<file path="config.mk">
export PLATFORM = sky130hd
export DESIGN_NAME = lin_brk_sync_det
export DESIGN_NICKNAME = d
export VERILOG_FILES = /design/src/rtl/lin_det_pkg.sv /design/src/rtl/lin_rx_edge.sv /design/src/rtl/lin_bit_timer.sv /design/src/rtl/lin_span_ctr.sv /design/src/rtl/lin_brk_sync_det.sv
export SDC_FILE = /design/constraint.sdc
export NUM_CORES = 1
export LEC_CHECK = 0
export CAP_MARGIN = 20
export CORE_AREA = 2 2 121 88
export CTS_CLUSTER_SIZE = 28
export DETAILED_ROUTE_END_ITERATION = 10
export DIE_AREA = 0 0 123 90
export MAX_ROUTING_LAYER = met4
export SYNTH_ARGS = -nofsm -noshare
export SYNTH_HDL_FRONTEND = slang
export SYNTH_HIERARCHICAL = 1
export SYNTH_SLANG_ARGS = --single-unit
</file>
<file path="constraint.sdc">
create_clock -name clk -period 2.54 [get_ports clk]
set_input_delay 0.508 -clock clk [delete_from_list [all_inputs] [get_ports clk]]
set_output_delay 0.508 -clock clk [all_outputs]
set_load 0.02 [all_outputs]
</file>
<file path="src/rtl/lin_det_pkg.sv">
package lin_det_pkg;

    typedef enum logic [1:0] {
        ST_HUNT  = 2'd0,
        ST_BREAK = 2'd1,
        ST_DELIM = 2'd2,
        ST_MEAS  = 2'd3
    } det_state_t;

    // 0x55 LSB first: falls at start, d1, d3, d5, d7 -> 5 edges over 8 bits
    localparam int SYNC_EDGES = 5;
    localparam int SPAN_SHIFT = 3;

endpackage

</file>
<file path="src/rtl/lin_rx_edge.sv">
module lin_rx_edge #(
    parameter int STAGES = 2
) (
    input  logic clk,
    input  logic rst_n,
    input  logic rxd,
    output logic fall,
    output logic rise
);
    logic [STAGES-1:0] sh;
    logic              prev;
    logic              lvl;

    always_ff @(posedge clk or negedge rst_n) begin
        if (!rst_n) begin
            sh   <= '1;
            prev <= 1'b1;
        end else begin
            sh   <= {sh[STAGES-2:0], rxd};
            prev <= sh[STAGES-1];
        end
    end

    assign lvl  = sh[STAGES-1];
    assign fall = prev & ~lvl;
    assign rise = ~prev & lvl;
endmodule

</file>
<file path="src/rtl/lin_bit_timer.sv">
module lin_bit_timer #(
    parameter int BIT_W = 12,
    parameter int NB_W  = 5
) (
    input  logic             clk,
    input  logic             rst_n,
    input  logic             restart,
    input  logic [BIT_W-1:0] bit_len,
    output logic [NB_W-1:0]  nbits
);
    // invariant: nbits*bit_len + phase == clocks since restart
    logic [BIT_W-1:0] phase;

    always_ff @(posedge clk or negedge rst_n) begin
        if (!rst_n) begin
            phase <= '0;
            nbits <= '0;
        end else if (restart) begin
            phase <= BIT_W'(1);
            nbits <= '0;
        end else if (phase >= bit_len - BIT_W'(1)) begin
            phase <= '0;
            if (nbits != '1) begin
                nbits <= nbits + NB_W'(1);
            end
        end else begin
            phase <= phase + BIT_W'(1);
        end
    end
endmodule

</file>
<file path="src/rtl/lin_span_ctr.sv">
module lin_span_ctr #(
    parameter int CNT_W = 15,
    parameter int SHIFT = 3,
    localparam int Q_W  = CNT_W - SHIFT
) (
    input  logic           clk,
    input  logic           rst_n,
    input  logic           restart,
    output logic           sat,
    output logic [Q_W-1:0] quot
);
    logic [CNT_W-1:0] cnt;

    always_ff @(posedge clk or negedge rst_n) begin
        if (!rst_n) begin
            cnt <= '0;
        end else if (restart) begin
            cnt <= CNT_W'(1);
        end else if (!sat) begin
            cnt <= cnt + CNT_W'(1);
        end
    end

    assign sat  = &cnt;
    assign quot = cnt[CNT_W-1:SHIFT];
endmodule

</file>
<file path="src/rtl/lin_brk_sync_det.sv">
module lin_brk_sync_det
    import lin_det_pkg::*;
#(
    parameter int BIT_W   = 12,
    parameter int CNT_W   = 15,
    parameter int BRK_MIN = 11,
    parameter int BRK_MAX = 22,
    parameter int DLM_MAX = 4,
    parameter int SYNC_FF = 2,
    localparam int DIV_W  = CNT_W - SPAN_SHIFT
) (
    input  logic             clk,
    input  logic             rst_n,
    input  logic             rxd,
    input  logic             det_en,
    input  logic             meas_en,
    input  logic [BIT_W-1:0] bit_len,
    output logic             brk_pulse,
    output logic             brk_tmo,
    output logic             div_load,
    output logic [DIV_W-1:0] div_val,
    output logic             syn_tmo,
    output logic             tx_hold
);
    localparam int NB_W = $clog2(BRK_MAX + 1);
    localparam int FC_W = $clog2(SYNC_EDGES);

    det_state_t       state, nxt;
    logic             fall, rise;
    logic [NB_W-1:0]  nbits;
    logic             tmr_restart, span_restart;
    logic             span_sat;
    logic [DIV_W-1:0] span_quot;
    logic [FC_W-1:0]  fcnt;
    logic             ev_brk, ev_btmo, ev_done, ev_stmo;

    lin_rx_edge #(.STAGES(SYNC_FF)) u_edge (
        .clk(clk), .rst_n(rst_n), .rxd(rxd), .fall(fall), .rise(rise)
    );

    lin_bit_timer #(.BIT_W(BIT_W), .NB_W(NB_W)) u_timer (
        .clk(clk), .rst_n(rst_n), .restart(tmr_restart),
        .bit_len(bit_len), .nbits(nbits)
    );

    lin_span_ctr #(.CNT_W(CNT_W), .SHIFT(SPAN_SHIFT)) u_span (
        .clk(clk), .rst_n(rst_n), .restart(span_restart),
        .sat(span_sat), .quot(span_quot)
    );

    // next state and transition events
    always_comb begin
        nxt          = state;
        tmr_restart  = 1'b0;
        span_restart = 1'b0;
        ev_brk       = 1'b0;
        ev_btmo      = 1'b0;
        ev_done      = 1'b0;
        ev_stmo      = 1'b0;
        unique case (state)
            ST_HUNT: begin
                if (fall) begin
                    nxt         = ST_BREAK;
                    tmr_restart = 1'b1;
                end
            end
            ST_BREAK: begin
                if (rise) begin
                    tmr_restart = 1'b1;
                    if (nbits >= NB_W'(BRK_MIN)) begin
                        nxt    = ST_DELIM;
                        ev_brk = 1'b1;
                    end else begin
                        nxt = ST_HUNT;
                    end
                end else if (nbits >= NB_W'(BRK_MAX)) begin
                    nxt     = ST_HUNT;
                    ev_btmo = 1'b1;
                end
            end
            ST_DELIM: begin
                if (fall) begin
                    nxt          = ST_MEAS;
                    span_restart = 1'b1;
                end else if (nbits >= NB_W'(DLM_MAX)) begin
                    nxt = ST_HUNT;
                end
            end
            ST_MEAS: begin
                if (fall && fcnt == FC_W'(SYNC_EDGES - 2)) begin
                    nxt     = ST_HUNT;
                    ev_done = 1'b1;
                end else if (span_sat) begin
                    nxt     = ST_HUNT;
                    ev_stmo = 1'b1;
                end
            end
        endcase
        if (!det_en) begin
            nxt     = ST_HUNT;
            ev_brk  = 1'b0;
            ev_btmo = 1'b0;
            ev_done = 1'b0;
            ev_stmo = 1'b0;
        end
    end

    // state register
    always_ff @(posedge clk or negedge rst_n) begin
        if (!rst_n) begin
            state <= ST_HUNT;
        end else begin
            state <= nxt;
        end
    end

    // synch edge counter
    always_ff @(posedge clk or negedge rst_n) begin
        if (!rst_n) begin
            fcnt <= '0;
        end else if (state == ST_DELIM && fall) begin
            fcnt <= '0;
        end else if (state == ST_MEAS && fall) begin
            fcnt <= fcnt + FC_W'(1);
        end
    end

    // registered outputs
    always_ff @(posedge clk or negedge rst_n) begin
        if (!rst_n) begin
            brk_pulse <= 1'b0;
            brk_tmo   <= 1'b0;
            div_load  <= 1'b0;
            syn_tmo   <= 1'b0;
            div_val   <= '0;
        end else begin
            brk_pulse <= ev_brk;
            brk_tmo   <= ev_btmo;
            div_load  <= ev_done & meas_en;
            syn_tmo   <= ev_stmo & meas_en;
            if (ev_done && meas_en) begin
                div_val <= span_quot;
            end
        end
    end

    assign tx_hold = (state == ST_DELIM) || (state == ST_MEAS) ||
                     (state == ST_BREAK && nbits >= NB_W'(BRK_MIN));
endmodule

</file>
==> summary.md, run 1 <==
| Metric | Value |
|---|---|
| Crit-path cells | `clkdlybuf4s50_1 > or4_1 > nor2_1 > xnor2_1 > ha_1 > nand4_1 > or3_1 > o22ai_2 > mux2_2` |
| Clk_lat worst skew | `290 ps` |
| RSZ-0062 raised after global routing | `yes` |
| Ys Warns | `6` |
| Via/cell ratio | `4.83` |
| Htree depth | `2` |
| Int Power | `1.59 mW` |
| GR Util All Layers | `13.7%` |
| HP Class | `input port to async pin` |
| Die area | `11100 sq um` |
| Filler instances | `974` |
| Vias in the first global route | `2354` |
| Final min period | `2820 ps` |
| Crit path from | `bit_len[9]` |
| Sw frac | `29.5%` |
| Worst EP arrival | `3000 ps` |
| CP Capture Type | `flip-flop` |
| Reg2Reg Depth | `6` |
| # rows | `31` |
| Routed WL | `6910 microns` |
| Diode count | `0` |
| Die width | `123 microns` |
| Syn Area/Cell | `10.2 sq um` |
| Top_reg_cell synth | `dfrtp_1` |
| Max Clk Rate | `354 MHz` |
| Pins Over Slew Limit | `0` |
| # IOs | `34` |
| Register share of total power | `49.4%` |
| Setup Viol. Count Final | `16` |
| Syn Inst Count | `329` |
| CTS Buf Count | `5` |
| Final Hold Viols | `0` |
| P_sw | `0.666 mW` |
| Share of cells above drive strength 1 | `21.8%` |
| Layout area overhead | `22.3%` |
| Setup crit end | `u_timer/nbits[0]` |
| DR pass1 iterations | `4` |
| Antenna Nets Post-Route | `0` |
| DRT iter0 DRCs | `174` |
| Clock share of power | `30.8%` |
| Largest net degree at the start of global routing | `32` |
| Setup WS post-layout | `-282 ps` |
| Largest delay share family, worst path | `simple AND/OR/NAND/NOR gates` |
| Crit path depth | `9` |
| Setup TNS Final | `-3620 ps` |
| Initial antenna violation count | `0` |
| PortBufs | `33` |
| WS Path Type | `input port to flip-flop` |
| Final HPWL DP | `5170 microns` |
| Power Dens Cells | `548 nW/um^2` |
| EDFF count, synth | `0` |
| Worst relative slew slack | `55.0%` |
| Async SR Flop Fraction | `100%` |
| Leak Pwr | `1.83 nW` |
| Cell Area, Synth | `3360 sq um` |
| CP max FO | `4` |
| Reg-to-Reg Start | `u_timer/nbits[1]` |
| Comb pwr share | `19.8%` |
| Bufs and invs on worst path | `1` |
| Setup Skew | `5.03 ps` |
| Worst R2R Setup Slack | `450 ps` |
| Min Hold Slack | `252 ps` |
| Max_cap viols | `0` |
| Distinct cells, synth | `61` |
| Tightest Pin Transition | `675 ps` |
| Worst R2R End | `u_timer/nbits[0]` |
| Slowest-stage cell, CP | `or4_1` |
| Clock Pin Slew Worst Setup and Hold Paths | `70 ps` |
| Utilization after layout | `41.1%` |
| CTS tree | `yes` |
| Clk sink count | `56` |
| Syn nets | `365` |
| Drc violations | `0` |
| Via count | `2456` |
| Sequential share of the synthesized area | `41.8%` |
| Pre-CTS setup slack | `-905 ps` |
| Clock root cell | `clkbuf_16` |
| Initial cell density of the core | `33.6%` |
| Failing checks | `negative setup slack` |
| Total gr overflow | `0` |
| Bufs on Longest Clock Path | `2` |
| First-pass GRT wire length | `11700 microns` |
| Status | `complete, but fails checks` |
| CP Data Required Time | `2720 ps` |
| Nets | `411` |
| WL/cell | `13.6 microns` |
| Core Region | `10000 sq um` |
| Fin crit share | `111%` |
| Slowest stage delay, CP | `530 ps` |
| Die Y | `90 microns` |
| Synth Register Bits | `56` |
| Hold Buf Count CTS | `0` |
| Crit start category | `input port` |
| Worst vdd ir | `243 uV` |
| GPL Wtd Cong | `0.827` |
==> cells in the final DEF, fill, tap and decap left out, drive strengths merged, types with 3 or more instances in the layout <==
| cell | instances |
|---|---|
| nor4 | 3 |
| dfstp | 3 |
| nand2b | 3 |
| nor3 | 10 |
| a21boi | 3 |
| nand2 | 30 |
| nor2 | 41 |
| nand3 | 11 |
| or3 | 3 |
| buf | 28 |
| xor2 | 8 |
| inv | 10 |
| or4 | 3 |
| dfrtp | 53 |
| a211oi | 3 |
| mux2 | 17 |
| a21oi | 12 |
| nand4 | 6 |
| clkdlybuf4s50 | 28 |
| or2 | 3 |
| xnor2 | 13 |
| nor2b | 10 |
| mux2i | 4 |
| ha | 19 |
| and3 | 7 |
| o21ai | 12 |
| clkbuf | 8 |
==> how the worst min path moves through the flow <==
stage	depth (start not counted)	end
2_1_floorplan	0	brk_pulse
3_3_place_gp	0	u_edge/sh[1]
3_5_place_dp	0	u_edge/sh[1]
4_1_cts	1	div_val[8]
5_1_grt	1	fcnt[1]
6_report	1	fcnt[1]
==> kinds of logic after synthesis <==
family | count (synthesis) | synth area share, %
xor+xnor | 21 | 5.47
buf+inv | 28 | 5.13
fa+ha+maj | 19 | 7.07
compound gates | 48 | 10.1
mux | 21 | 7.89
flops | 56 | 41.8
simple gates | 136 | 22.5
==> cell usage after synthesis (3+ instances only) <==
library cell	count	area share, %
mux2i_1	4	1.2
nand2_1	28	3.1
nor3_1	9	1.3
xor2_1	8	2.1
or2_2	3	0.56
a21oi_1	12	1.8
nor2_1	39	4.4
mux2_4	9	4.0
o21ai_1	3	0.45
o21ai_0	9	1.3
dfrtp_1	53	39
buf_4	13	2.9
nand4_2	3	1.1
inv_1	10	1.1
nand3_1	10	1.5
or3_1	3	0.56
nand2b_1	3	0.56
xnor2_1	13	3.4
ha_1	19	7.1
mux2_2	5	1.7
and3_1	7	1.3
nor2b_1	10	1.9
mux2_1	3	1.0
dfstp_2	3	2.3
==> timing repair <==
action / in CTS / in global routing
buffers inserted: 1 / 0
setup endpoints to repair: 17 / 17
cloned: 0 / 1
pin swaps: 10 / 12
resized for setup: 21 / 13
==> power by group through the flow <==
stage	logic [mW]	clock network (mW)	registers, mW
2_1_floorplan	0.368	0	1.09
3_3_place_gp	0.426	0	1.12
3_5_place_dp	0.438	0	1.13
4_1_cts	0.442	0.726	1.11
5_1_grt	0.508	0.765	1.13
6_report	0.446	0.695	1.11
==> state kept, by name, summed over array words and instances, names as in the netlist <==
| register | flops |
|---|---|
| u_span/cnt | 15 |
| div_val | 12 |
| u_timer/phase | 12 |
| u_timer/nbits | 5 |
| fcnt | 3 |
| state | 2 |
| u_edge/sh | 2 |
| brk_pulse | 1 |
| brk_tmo | 1 |
| div_load | 1 |
| syn_tmo | 1 |
| u_edge/prev | 1 |
==> layer usage <==
| layer | track usage, % | wire (microns) | vias up |
|---|---|---|---|
| met1 | 20.8 | 3720 | 1175 |
| met5 | - | 0 | - |
| met2 | 18.2 | 2920 | 36 |
| met3 | 2.47 | 173 | 7 |
| met4 | 3.88 | 97 | 0 |
| li1 | - | - | 1238 |
==> through the flow <==
step	cell area, sq um	instances	total power, mW
4_1_cts	4060	507	2.28
3_5_place_dp	3900	498	1.57
3_3_place_gp	3900	498	1.55
6_report	4110	508	2.25
2_1_floorplan	3370	329	1.45
5_1_grt	4110	508	2.41
==> worst reg2reg max path, delay by kind of cell, from the launching register on <==
kind | cells | cell delay [ps]
DFF | 1 | 440
AOI/OAI and AO/OA | 1 | 140
muxes | 1 | 350
adders and majority gates | 2 | 460
and+or+nand+nor | 2 | 590
==> cell type report <==
| cell class | instances | area, sq um | area share, % |
|---|---|---|---|
| Clock buffer | 8 | 146 | 3.56 |
| Sequential cell | 56 | 1410 | 34.2 |
| Tap cell | 132 | 165 | 4.02 |
| Timing Repair Buffer | 57 | 513 | 12.5 |
| Multi-Input combinational cell | 245 | 1850 | 44.9 |
| Inverter | 10 | 37.5 | 0.913 |
(Power assumes the default switching activity.)
==> run 2: changes to the inputs <==
==> constraint.sdc (replaced) <==
create_clock -name clk -period 2.54 [get_ports clk]
set_input_delay 0.254 -clock clk [delete_from_list [all_inputs] [get_ports clk]]
set_output_delay 0.254 -clock clk [all_outputs]
set_load 0.02 [all_outputs]
==> run 2 against run 1 <==
Compared with the run above:
- the run still ends with negative setup slack left
- worst setup slack gained 210 ps
- clock power shrank 5.5%
- design area grew 0.73%
==> summary.md, run 2 (same netlist as run 1, synthesis figures left out) <==
| Metric | Value |
|---|---|
| Worst R2R Setup Slack | `450 ps` |
| CP max FO | `4` |
| Slowest stage delay, CP | `540 ps` |
| Worst EP arrival | `2780 ps` |
| Die Y | `90 microns` |
| Most flops, register | `u_span/cnt` |
| Via/cell ratio | `4.82` |
| Commonest non-fill, non-tap cell in the layout | `dfrtp_1` |
| Clk_lat worst skew | `290 ps` |
| Top cell by count, worst path | `buf_6` |
| Max_cap viols | `0` |
| Worst relative slew slack | `64.9%` |
| Drc violations | `0` |
| Max Clk Rate | `383 MHz` |
| Bufs and invs on worst path | `2` |
| Total gr overflow | `0` |
| Crit path from | `bit_len[2]` |
| Reg-to-Reg Start | `u_span/cnt[0]` |
| RSZ-0062 raised after global routing | `yes` |
| Crit start category | `input port` |
| Setup crit end | `u_timer/nbits[0]` |
| Die width | `123 microns` |
| Commonest cells after routing, fill and taps aside | `dfrtp_1 (53), nor2_1 (33), nand2_1 (28), clkdlybuf4s50_1 (28), buf_4 (21)` |
| Fin crit share | `103%` |
| Setup Viol. Count Final | `9` |
| Setup WS post-layout | `-67.9 ps` |
| GR Util All Layers | `13.2%` |
| Final min period | `2610 ps` |
| Tightest Pin Transition | `525 ps` |
| Crit-path cells | `buf_6 > or4_4 > nor2_4 > buf_6 > nand2_4 > nor3_2 > xnor2_1 > ha_1 > nand4_1 > or3_1 > o22ai_2 > mux2_4` |
| DR pass1 iterations | `4` |
| Layout Cells excl Fill | `509` |
| Htree depth | `2` |
| GPL Wtd Cong | `0.805` |
| # IOs | `34` |
| Slowest-stage cell, CP | `or4_4` |
| Leak Pwr | `1.84 nW` |
| Nets | `412` |
| Clock Pin Slew Worst Setup and Hold Paths | `70 ps` |
| CTS Buf Count | `5` |
| # rows | `31` |
| Core Region | `10000 sq um` |
| Biggest regs | `u_span/cnt (15), div_val (12), u_timer/phase (12)` |
| Utilization after layout | `41.4%` |
| Initial antenna violation count | `0` |
| Setup TNS Final | `-162 ps` |
| Final Hold Viols | `0` |
| PortBufs | `33` |
| Bufs on Longest Clock Path | `2` |
| Largest delay share family, worst path | `simple AND/OR/NAND/NOR gates` |
| Comb pwr share | `21.0%` |
| Clock share of power | `29.4%` |
| CP Capture Type | `flip-flop` |
| P_sw | `0.671 mW` |
| Reg2Reg Depth | `6` |
| Diode count | `0` |
| WS Path Type | `input port to flip-flop` |
| CTS tree | `yes` |
| Die area | `11100 sq um` |
| Largest net degree at the start of global routing | `28` |
| Worst vdd ir | `338 uV` |
| Vias in the first global route | `2304` |
| Int Power | `1.57 mW` |
| Status | `complete, but fails checks` |
| Final HPWL DP | `5020 microns` |
| Power Dens Cells | `540 nW/um^2` |
| Worst R2R End | `state[0]` |
| Failing checks | `negative setup slack` |
| Share of cells above drive strength 1 | `23.6%` |
| Pins Over Slew Limit | `0` |
| Register share of total power | `49.7%` |
| Routed WL | `6810 microns` |
| DRT iter0 DRCs | `114` |
| Clk sink count | `56` |
| Dpl cells | `494` |
| Layout area overhead | `23.2%` |
| Sw frac | `30.0%` |
| First-pass GRT wire length | `11600 microns` |
| Setup Skew | `5.30 ps` |
| WL/cell | `13.4 microns` |
| Crit path depth | `12` |
| Via count | `2452` |
| HP Class | `flip-flop to flip-flop` |
| Max reg flops | `15` |
| Antenna Nets Post-Route | `0` |
| CP Data Required Time | `2710 ps` |
| Clock root cell | `clkbuf_16` |
| Initial cell density of the core | `33.6%` |
## run 2: repair_timing
item                       CTS  global route
gates cloned                 0             1
buffers inserted             3             2
resized for setup           27            21
hold endpoints to repair    10             0
hold buffers                 1             0
pin swaps                   11            14
setup endpoints to repair   17            17
## run 2: final cells by class
type | count | area [sq um]
tap | 132 | 165
clock buffer | 7 | 133
inverter | 10 | 37.5
multi-input combinational | 245 | 1870
fill | 965 | 5860
timing repair buffer | 58 | 524
clock inverter | 1 | 5.00
sequential | 56 | 1410
## run 2: power by group through the flow
stage / clock network [mW] / registers, mW / logic (mW)
5_1_grt: 0.727 / 1.13 / 0.530
6_report: 0.657 / 1.11 / 0.469
4_1_cts: 0.681 / 1.11 / 0.453
2_1_floorplan: 0 / 1.09 / 0.367
3_3_place_gp: 0 / 1.12 / 0.426
3_5_place_dp: 0 / 1.13 / 0.445
## run 2: how the worst min path moves through the flow
stage                         endpoint    startpoint  slack, ps  cells after the start
after floorplan              brk_pulse         rst_n        -40                      0
after global placement      div_val[9]         rst_n        140                      1
after detailed placement    div_val[9]         rst_n        140                      1
after CTS                 u_edge/sh[1]  u_edge/sh[0]        360                      0
after global routing      u_edge/sh[1]  u_edge/sh[0]        360                      0
final                     u_edge/sh[1]  u_edge/sh[0]        360                      0
## run 2: metal layers
layer	vias up	track usage [%]	part of all wire (%)
met5	-	-	0
met2	48	17.6	43
met1	1164	21.1	52
met3	2	2.09	4.6
li1	1238	-	-
met4	0	2.27	0.34
## run 2: worst register-to-register path, cell delays in order (launching register included)
cell and delay [ps]:
dfrtp_1 420, ha_1 450, nand4_2 280, nor4_1 440, a21oi_1 130, a21oi_1 180, o2bb2ai_1 80
## run 2: per-stage QoR
stage / cell area (sq um) / hold slack [ps] / power (mW) / worst slack, ps
after floorplan: 3360 / -41.6 / 1.45 / -142
after global placement: 3850 / 143 / 1.55 / -584
after detailed placement: 3850 / 144 / 1.57 / -679
after CTS: 4040 / 357 / 2.24 / -133
after global routing: 4140 / 362 / 2.39 / -217
final: 4140 / 356 / 2.24 / -67.9
